### src/rtl/fic_pkg.sv
package fic_pkg;
  localparam int unsigned REG_AW = 3;
  localparam int unsigned REG_DW = 8;

  localparam logic [REG_AW-1:0] OFS_TXCTL = 3'd0;
  localparam logic [REG_AW-1:0] OFS_RXCTL = 3'd1;
  localparam logic [REG_AW-1:0] OFS_OVRD  = 3'd2;
  localparam logic [REG_AW-1:0] OFS_ISTAT = 3'd3;
  localparam logic [REG_AW-1:0] OFS_IEN   = 3'd4;

  // writable-bit masks and reset values
  localparam logic [REG_DW-1:0] MSK_TXCTL = 8'h0F;
  localparam logic [REG_DW-1:0] MSK_RXCTL = 8'h01;
  localparam logic [REG_DW-1:0] MSK_OVRD  = 8'hC3;
  localparam logic [REG_DW-1:0] MSK_IEN   = 8'h01;
  localparam logic [REG_DW-1:0] RST_OVRD  = 8'h01;

  // field positions
  localparam int unsigned TX_EN_B   = 0;
  localparam int unsigned TX_IDLE_B = 1;
  localparam int unsigned TX_CC_B   = 2;
  localparam int unsigned TX_CD_B   = 3;
  localparam int unsigned OV_EG_B   = 0;
  localparam int unsigned OV_IN_B   = 1;
  localparam int unsigned OV_DR_B   = 6;
  localparam int unsigned OV_CR_B   = 7;
endpackage

### src/rtl/fic_regs.sv
module fic_regs
  import fic_pkg::*;
(
  input  logic              clk,
  input  logic              rst_n,
  input  logic              wen,
  input  logic [REG_AW-1:0] addr,
  input  logic [REG_DW-1:0] wdata,
  input  logic              idle_hit,
  output logic [REG_DW-1:0] rdata,
  output logic              tx_en,
  output logic              tx_idle,
  output logic              tx_cc,
  output logic              tx_cd,
  output logic              rx_en,
  output logic              eg_force,
  output logic              in_force,
  output logic              ovr_cr,
  output logic              ovr_dr,
  output logic              ien_idle,
  output logic              stat_idle
);
  logic [REG_DW-1:0] txctl_q, txctl_d;
  logic [REG_DW-1:0] rxctl_q, rxctl_d;
  logic [REG_DW-1:0] ovrd_q,  ovrd_d;
  logic [REG_DW-1:0] ien_q,   ien_d;
  logic              stat_q,  stat_d;
  logic              clr_hit;

  assign clr_hit = wen && (addr == OFS_ISTAT) && wdata[0];

  always_comb begin
    txctl_d = txctl_q;
    rxctl_d = rxctl_q;
    ovrd_d  = ovrd_q;
    ien_d   = ien_q;
    if (wen) begin
      case (addr)
        OFS_TXCTL: txctl_d = wdata & MSK_TXCTL;
        OFS_RXCTL: rxctl_d = wdata & MSK_RXCTL;
        OFS_OVRD:  ovrd_d  = wdata & MSK_OVRD;
        OFS_IEN:   ien_d   = wdata & MSK_IEN;
        default:   ;
      endcase
    end
    stat_d = stat_q;
    if (clr_hit)  stat_d = 1'b0;
    if (idle_hit) stat_d = 1'b1;
  end

  always_ff @(posedge clk or negedge rst_n) begin
    if (!rst_n) begin
      txctl_q <= '0;
      rxctl_q <= '0;
      ovrd_q  <= RST_OVRD;
      ien_q   <= '0;
      stat_q  <= 1'b0;
    end else begin
      txctl_q <= txctl_d;
      rxctl_q <= rxctl_d;
      ovrd_q  <= ovrd_d;
      ien_q   <= ien_d;
      stat_q  <= stat_d;
    end
  end

  always_comb begin
    case (addr)
      OFS_TXCTL: rdata = txctl_q;
      OFS_RXCTL: rdata = rxctl_q;
      OFS_OVRD:  rdata = ovrd_q;
      OFS_ISTAT: rdata = {{(REG_DW-1){1'b0}}, stat_q};
      OFS_IEN:   rdata = ien_q;
      default:   rdata = '0;
    endcase
  end

  assign tx_en     = txctl_q[TX_EN_B];
  assign tx_idle   = txctl_q[TX_IDLE_B];
  assign tx_cc     = txctl_q[TX_CC_B];
  assign tx_cd     = txctl_q[TX_CD_B];
  assign rx_en     = rxctl_q[0];
  assign eg_force  = ovrd_q[OV_EG_B];
  assign in_force  = ovrd_q[OV_IN_B];
  assign ovr_cr    = ovrd_q[OV_CR_B];
  assign ovr_dr    = ovrd_q[OV_DR_B];
  assign ien_idle  = ien_q[0];
  assign stat_idle = stat_q;


  idle_hit_sets_chk: assert property (@(posedge clk) disable iff (!rst_n)
    idle_hit |=> stat_q);


  idle_sticky_chk: assert property (@(posedge clk) disable iff (!rst_n)
    (stat_q && !clr_hit) |=> stat_q);


  idle_no_spurious_chk: assert property (@(posedge clk) disable iff (!rst_n)
    (!stat_q && !idle_hit) |=> !stat_q);
endmodule

### src/rtl/fic_tx_ready.sv
module fic_tx_ready (
  input  logic clk,
  input  logic rst_n,
  input  logic frame_start,
  input  logic tx_en,
  input  logic tx_idle,
  input  logic tx_cc,
  input  logic tx_cd,
  input  logic eg_force,
  input  logic ovr_cr,
  input  logic ovr_dr,
  output logic idle_send,
  output logic cready,
  output logic dready,
  output logic traffic_en
);
  logic cr_q, cr_d, dr_q, dr_d;
  logic cr_tgt, dr_tgt;

  // forced: flags come from the override bits; released: both high
  assign cr_tgt = eg_force ? ovr_cr : 1'b1;
  assign dr_tgt = eg_force ? ovr_dr : 1'b1;

  always_comb begin
    cr_d = cr_q;
    dr_d = dr_q;
    if (frame_start) begin
      cr_d = cr_tgt;
      dr_d = dr_tgt;
    end
  end

  always_ff @(posedge clk or negedge rst_n) begin
    if (!rst_n) begin
      cr_q <= 1'b0;
      dr_q <= 1'b0;
    end else begin
      cr_q <= cr_d;
      dr_q <= dr_d;
    end
  end

  assign cready     = cr_q;
  assign dready     = dr_q;
  assign idle_send  = tx_en && tx_idle;
  assign traffic_en = tx_en && tx_cc && tx_cd;


  flags_at_boundary_chk: assert property (@(posedge clk) disable iff (!rst_n)
    !frame_start |=> ($stable(cr_q) && $stable(dr_q)));


  forced_low_chk: assert property (@(posedge clk) disable iff (!rst_n)
    (frame_start && eg_force && !ovr_cr && !ovr_dr) |=> (!cr_q && !dr_q));


  released_high_chk: assert property (@(posedge clk) disable iff (!rst_n)
    (frame_start && !eg_force) |=> (cr_q && dr_q));
endmodule

### src/rtl/fic_rx_detect.sv
module fic_rx_detect (
  input  logic rx_en,
  input  logic rx_idle_stb,
  input  logic stat_idle,
  input  logic ien_idle,
  output logic idle_hit,
  output logic irq
);
  assign idle_hit = rx_en && rx_idle_stb;
  assign irq      = stat_idle && ien_idle;
endmodule

### src/rtl/fabric_idle_ctl.sv
module fabric_idle_ctl
  import fic_pkg::*;
(
  input  logic              clk,
  input  logic              rst_n,
  input  logic              hb_wen,
  input  logic [REG_AW-1:0] hb_addr,
  input  logic [REG_DW-1:0] hb_wdata,
  output logic [REG_DW-1:0] hb_rdata,
  input  logic              frame_start,
  input  logic              rx_idle_stb,
  output logic              idle_send,
  output logic              idle_cready,
  output logic              idle_dready,
  output logic              traffic_en,
  output logic              ingress_force,
  output logic              irq
);
  logic tx_en, tx_idle, tx_cc, tx_cd, rx_en;
  logic eg_force, in_force, ovr_cr, ovr_dr;
  logic ien_idle, stat_idle, idle_hit;

  fic_regs u_regs (
    .clk       (clk),
    .rst_n     (rst_n),
    .wen       (hb_wen),
    .addr      (hb_addr),
    .wdata     (hb_wdata),
    .idle_hit  (idle_hit),
    .rdata     (hb_rdata),
    .tx_en     (tx_en),
    .tx_idle   (tx_idle),
    .tx_cc     (tx_cc),
    .tx_cd     (tx_cd),
    .rx_en     (rx_en),
    .eg_force  (eg_force),
    .in_force  (in_force),
    .ovr_cr    (ovr_cr),
    .ovr_dr    (ovr_dr),
    .ien_idle  (ien_idle),
    .stat_idle (stat_idle)
  );

  fic_tx_ready u_tx (
    .clk         (clk),
    .rst_n       (rst_n),
    .frame_start (frame_start),
    .tx_en       (tx_en),
    .tx_idle     (tx_idle),
    .tx_cc       (tx_cc),
    .tx_cd       (tx_cd),
    .eg_force    (eg_force),
    .ovr_cr      (ovr_cr),
    .ovr_dr      (ovr_dr),
    .idle_send   (idle_send),
    .cready      (idle_cready),
    .dready      (idle_dready),
    .traffic_en  (traffic_en)
  );

  fic_rx_detect u_rx (
    .rx_en       (rx_en),
    .rx_idle_stb (rx_idle_stb),
    .stat_idle   (stat_idle),
    .ien_idle    (ien_idle),
    .idle_hit    (idle_hit),
    .irq         (irq)
  );

  assign ingress_force = in_force;


  irq_needs_seen_chk: assert property (@(posedge clk) disable iff (!rst_n)
    (irq && !$past(irq)) |-> $past(rx_idle_stb || hb_wen));
endmodule

### config.mk
export PLATFORM = sky130hd
export DESIGN_NAME = fabric_idle_ctl
export DESIGN_NICKNAME = d
export VERILOG_FILES = /design/src/rtl/fic_pkg.sv /design/src/rtl/fic_regs.sv /design/src/rtl/fic_tx_ready.sv /design/src/rtl/fic_rx_detect.sv /design/src/rtl/fabric_idle_ctl.sv
export SDC_FILE = /design/constraint.sdc
export NUM_CORES = 1
export LEC_CHECK = 0
export BUFFER_PORTS_ARGS = -buffer_cell sky130_fd_sc_hd__buf_2
export CORE_UTILIZATION = 45
export CTS_BUF_LIST = sky130_fd_sc_hd__clkbuf_8
export CTS_CLUSTER_DIAMETER = 200
export DETAILED_ROUTE_END_ITERATION = 10
export GPL_ROUTABILITY_DRIVEN = 0
export GPL_TIMING_DRIVEN = 0
export PLACE_DENSITY = 0.76
export RECOVER_POWER = 50
export SLEW_MARGIN = 20
export SYNTH_ARGS = -nofsm -noshare
export SYNTH_HDL_FRONTEND = slang
export SYNTH_SLANG_ARGS = --single-unit
### constraint.sdc
create_clock -name clk -period 1.81 [get_ports clk]
set_clock_uncertainty 0.15 [all_clocks]
set_input_delay 0.2715 -clock clk [delete_from_list [all_inputs] [get_ports clk]]
set_output_delay 0.2715 -clock clk [all_outputs]
set_load 0.01 [all_outputs]
==> out/qor.yml, run 1 <==
run_status:
  status: "completed"
setup_path:
  crit_required_ns: 1.39
  max_stage_delay_ns: 0.51
  cp-end-kind: "output pin"
  crit_path_start_kind: "register"
  path_buf_inv: 1
  crit_arrival_ns: 1.29
  crit_chain: "or4bb_4 > nand2_1 > buf_2"
  crit_type: "reg -> out"
  slowest_stage: "or4bb_4"
  cp_max_fo: 2
  critPathTopFamily: "simple AND/OR/NAND/NOR gates"
synth:
  synthFlopType: "dfrtp_1"
  synth_top_area_share: 0.427
  synth_compound_area_frac: 0.0409
  synth_cell_types: 26
  synth_cells: 58
  ys_warn_count: 0
  muxShareOfSynthArea: 0.228
  synth-edff-count: 0
  synth_area_leader_cell: "dfrtp_1"
  yosysSeqAreaShare: 0.464
  synthAdderAreaFrac: 0
  synth-async-reset-ratio: 1.00
  synth.avg_cell_area_um2: 12.1
  synth_top_family_by_area: "multiplexers"
  synthXorXnorAreaFrac: 0
  yosys_register_bits: 13
  synth-simple-area-share: 0.206
  synth_area_leaders: "dfrtp_1 43%, mux2_2 13%, mux2_4 8.5%, dfstp_2 3.7%, and2_1 3.6%"
  syn_area_um2: 703
clock_tree:
  path_clk_slew_ns: 0.05
  clock_latency_ns: 0.24
  clock-sinks: 13
  cts_buffers: 3
  htree_levels: 1
  cts_tree: "done"
  cts_buffer_depth: 2
  clockRootBuffer: "clkbuf_8"
floorplan:
  dieArea_um2: 1720
  rows: 13
  start_util: 0.509
  die_y_um: 41.5
  core_region_area_um2: 1380
  die_w_um: 41.5
  ios: 30
power_and_ir_drop:
  leakagePower_nw: 0.460
  total_power_mw: 0.876
  p_per_area_nw_per_um2: 962
  ir_worst_vdd_v: 0.000637
drt:
  drt-total-wl_um: 1340
  first_pass_iters: 2
  wl_per_cell_um: 12.7
  vias: 533
  drt_iter0_markers: 1
  drc: 0
  vias_per_cell: 5.08
  drtAntennaViolNets: 0
hold_path:
  hold_path.class: "in -> reg"
run:
  maxCapViolCount: 0
layout:
  synthToLayoutAreaGrowth_pct: 29.5
  final_core_util: 0.659
  mostFrequentLayoutCell: "buf_2"
  num-nets-final: 107
  fillCellCount: 114
  antennaDiodeCount: 0
  layout_common_cells: "21 x buf_2, 12 x dfrtp_1, 8 x mux2_2"
  final_cells: 105
  drive_gt1_frac: 0.511
global_routing:
  grt_max_degree: 14
  grt_usage: 0.176
  overflow: 0
  antenna_found_initial: 0
  grt_pass1_wl_um: 2360
  grt_pass1_vias: 560
timing:
  post-route-min-period_ns: 1.71
  hold_viol: 0
  min_period_over_period: 0.947
  setup_viol: 0
  setup_tns_ns: 0
  rsz0062_at_grt: "false"
  tightest_slew_ns: 0.708
  max_freq_mhz: 583
  slew_violations: 0
  relSlewSlack: 0.528
place:
  hpwl_um: 985
  dp.cells: 98
  port_buffers: 24
[power by group]
part | internal (mW) | total (mW) | switching, mW | leakage [nW]
sequential | 0.355 | 0.397 | 0.0421 | 0.148
clock | 0.150 | 0.254 | 0.104 | 0.0269
combinational | 0.132 | 0.225 | 0.0929 | 0.285
total | 0.637 | 0.876 | 0.239 | 0.460
[logic make-up after synthesis]
family | count (synthesis)
compound gates | 4
buf+inv | 6
flops | 13
mux | 13
other cells | 1
simple gates | 21
[flip-flops by register name (all words and copies together) (netlist names)]
name,count
u_regs.stat_idle,1
u_tx.cready,1
u_regs.ovrd_q,4
u_regs.rxctl_q,1
u_tx.dready,1
u_regs.txctl_q,4
u_regs.ien_q,1
[metal layers]
metal / GRT usage / wire, um / up-vias
li1: - / - / 265
met1: 0.225 / 621 / 245
met2: 0.284 / 622 / 21
met3: 0.0522 / 81 / 2
met4: 0.0581 / 12 / 0
met5: 0 / 0 / -
[worst paths after layout]
path                                              start                       endpoint  slack (ns)  cells past startpoint
min                                         hb_wdata[2]  u_regs.txctl_q[2]$_DFFE_PN0P_        0.11                      2
max in group asynchronous                         rst_n  u_regs.txctl_q[3]$_DFFE_PN0P_        0.63                      2
max reg2reg                 u_regs.ien_q[0]$_DFFE_PN0P_    u_regs.ien_q[0]$_DFFE_PN0P_        0.68                      3
min reg2reg                u_regs.ovrd_q[6]$_DFFE_PN0P_   u_regs.ovrd_q[6]$_DFFE_PN0P_        0.38                      1
min in group asynchronous                         rst_n        u_tx.dready$_DFFE_PN0P_        0.43                      2
max                         u_regs.ien_q[0]$_DFFE_PN0P_                    hb_rdata[0]         0.1                      3
[stage by stage]
step | instance area, um^2 | setup WS [ns] | hold WS (ns)
global route | 911 | 0.0368 | 0.107
detailed placement | 846 | 0.141 | 0.0231
global placement | 846 | 0.144 | 0.0236
CTS | 908 | 0.0131 | 0.102
floorplan | 707 | 0.265 | -0.174
finish | 911 | 0.0952 | 0.108
[synth_stat cells (2+ instances only)]
cell	count
and2_1	4
mux2_2	8
buf_4	2
inv_1	2
a31oi_1	2
dfrtp_1	12
mux2_4	4
and3_2	2
nor3b_1	2
and3_1	2
nor3_1	2
nor2_1	2
[repair_timing]
action | 4_1_cts | 5_1_grt
cloned | 0 | 0
endpoints found under the hold margin | 12 | 0
endpoints found under the setup margin | 1 | 1
setup buffers | 1 | 1
hold buffers | 1 | 0
resized for setup | 0 | 1
[cell type report]
cell class | instances | area (um^2) | share of cell area
clock buffer | 3 | 41.3 | 0.0453
clock inverter | 1 | 3.75 | 0.00412
timing repair buffer | 27 | 140 | 0.154
buffer | 4 | 31.3 | 0.0343
inverter | 2 | 7.51 | 0.00824
tap | 15 | 18.8 | 0.0206
sequential | 13 | 327 | 0.359
multi-input combinational | 40 | 342 | 0.375
Power figures use the tool's default switching activity.
==> inputs of run 2 (changes only) <==
- BUFFER_PORTS_ARGS: -buffer_cell sky130_fd_sc_hd__buf_2 -> unset
- DONT_BUFFER_PORTS: unset -> 1
- PLACE_DENSITY: 0.76 -> unset
==> out/qor.yml, run 2 (synthesis results as in run 1) <==
power_and_ir_drop:
  leakagePower_nw: 0.348  # was 0.460 nW
  ir_worst_vdd_v: 0.000588  # was 0.000637 V
  p_per_area_nw_per_um2: 1020  # was 962 nW/um^2
  switching_share: 0.256  # was 0.273
  p_sw_mw: 0.203  # was 0.239 mW
  power_frac_comb: 0.183  # was 0.257
  power.internal_mw: 0.592  # was 0.637 mW
  seqPwrFrac: 0.516  # was 0.453
  pwr-share-clk: 0.302  # was 0.290
setup_path:
  reg2reg_depth: 1  # was 3
  crit_type: "reg -> out"  # unchanged
  cp-startpoint: "u_regs.ien_q[0]$_DFFE_PN0P_"  # unchanged
  crit_path_start_kind: "register"  # unchanged
  r2r-start: "u_regs.ovrd_q[1]$_DFFE_PN0P_"  # was u_regs.ien_q[0]$_DFFE_PN0P_
  crit_required_ns: 1.39  # about the same
  crit_arrival_ns: 1.33  # was 1.29 ns
  cp_max_fo: 3  # was 2
  cp-end-kind: "output pin"  # unchanged
timing:
  slew_violations: 0  # unchanged
  holdWs_ns: 0.0202  # was 0.108 ns
  relSlewSlack: 0.610  # was 0.528
  max_freq_mhz: 572  # was 583 MHz
  post-route-min-period_ns: 1.75  # was 1.71 ns
  setup_viol: 0  # unchanged
  hold_viol: 0  # unchanged
  timing.final.ws_setup_ns: 0.0604  # was 0.0952 ns
  min_period_over_period: 0.967  # was 0.947
  rsz0062_at_grt: "false"  # unchanged
  tightest_slew_ns: 0.583  # was 0.708 ns
  setup_tns_ns: 0  # unchanged
global_routing:
  grt_usage: 0.156  # was 0.176
  grt_pass1_vias: 461  # was 560
  grt_max_degree: 14  # unchanged
  grt_pass1_wl_um: 2060  # was 2360 um
  antenna_found_initial: 0  # unchanged
  overflow: 0  # unchanged
floorplan:
  rows: 13  # unchanged
  die_y_um: 41.5  # unchanged
  start_util: 0.509  # unchanged
  dieArea_um2: 1720  # unchanged
  ios: 30  # unchanged
  core_region_area_um2: 1380  # unchanged
  die_w_um: 41.5  # unchanged
layout:
  layout_common_cells: "12 x dfrtp_1, 8 x mux2_2, 4 x and2_1"  # was 21 x buf_2, 12 x dfrtp_1, 8 x mux2_2
  fillCellCount: 125  # was 114
  multi_input_area_um2: 338  # was 342 um^2
  synthToLayoutAreaGrowth_pct: 10.7  # was 29.5%
  num-nets-final: 82  # was 107
  drive_gt1_frac: 0.354  # was 0.511
  antennaDiodeCount: 0  # unchanged
  largestRegisters: "u_regs.ovrd_q: 4 flops, u_regs.txctl_q: 4 flops"  # unchanged
  mostFrequentLayoutCell: "dfrtp_1"  # was buf_2
  regArea_um2: 327  # unchanged
clock_tree:
  cts_buffer_depth: 2  # unchanged
  post-cts-setup-buffer-count: 0  # was 1
  htree_levels: 1  # unchanged
  cts_buffers: 3  # unchanged
  postCtsResizedCells: 0  # unchanged
  clock_latency_ns: 0.23  # was 0.24 ns
  clock-sinks: 13  # unchanged
  clockRootBuffer: "clkbuf_8"  # unchanged
  path_clk_slew_ns: 0.05  # about the same
  cts_tree: "done"  # unchanged
drt:
  drt-total-wl_um: 1180  # was 1340 um
  vias_per_cell: 5.49  # was 5.08
  first_pass_iters: 1  # was 2
  drtAntennaViolNets: 0  # unchanged
  wl_per_cell_um: 14.7  # was 12.7 um
  drc: 0  # unchanged
  vias: 439  # was 533
  drt_iter0_markers: 0  # was 1
hold_path:
  hold_path.class: "in -> reg"  # unchanged
  hold_start: "hb_wdata[1]"  # was hb_wdata[2]
  hold_path_depth: 1  # was 2
place:
  hpwl_um: 921  # was 985 um
  port_buffers: 0  # was 24
  post-place-ws_ns: 0.226  # was 0.141 ns
run_status:
  status: "completed"  # unchanged
run:
  maxCapViolCount: 0  # unchanged
run 2: repair_timing:
item / 4_1_cts / 5_1_grt
hold buffers: 2 / 0
setup endpoints to repair: 0 / 0
hold endpoints to repair: 15 / 0
run 2: critical path: stages (launching register included):
cell,delay (ns)
dfrtp_1,0.37
or4bb_2,0.60
nand2_1,0.12
run 2: worst paths after layout:
kind                       slack [ns]                      endpoint
max reg2reg                      0.83  u_regs.ovrd_q[1]$_DFFE_PN0P_
min reg2reg                      0.37  u_regs.stat_idle$_DFFE_PN0P_
max in group asynchronous        0.80  u_regs.ovrd_q[7]$_DFFE_PN0P_
min in group asynchronous        0.33  u_regs.stat_idle$_DFFE_PN0P_
max                              0.06                   hb_rdata[0]
min                              0.02  u_regs.ovrd_q[1]$_DFFE_PN0P_
run 2: layout make-up:
type,count,share of cell area
Multi-Input combinational cell,40,0.434
Sequential cell,13,0.420
Clock buffer,3,0.0531
Buffer,4,0.0289
Timing Repair Buffer,2,0.0257
Tap cell,15,0.0241
Inverter,2,0.00965
Clock inverter,1,0.00482
run 2: per-stage QoR:
step / power [mW] / util / cells / cell area [um^2]
after global routing: 0.843 / 0.563 / 80 / 778
after detailed placement: 0.560 / 0.525 / 74 / 726
final: 0.796 / 0.563 / 80 / 778
after floorplan: 0.531 / - / 59 / 707
after CTS: 0.814 / 0.572 / 80 / 791
after global placement: 0.553 / 0.525 / 74 / 726
run 2: metal layers:
| layer | track usage | vias up | wire length (um) |
|---|---|---|---|
| li1 | - | 213 | - |
| met1 | 0.207 | 206 | 531 |
| met2 | 0.228 | 20 | 551 |
| met3 | 0.0739 | 0 | 96 |
| met4 | 0.0387 | 0 | 0 |
| met5 | 0 | - | 0 |
run 2: power groups by stage:
stage	registers (mW)	logic (mW)	clock network [mW]
floorplan	0.399	0.132	0
global placement	0.413	0.141	0
detailed placement	0.416	0.143	0
CTS	0.411	0.153	0.250
global route	0.421	0.159	0.263
finish	0.410	0.145	0.240
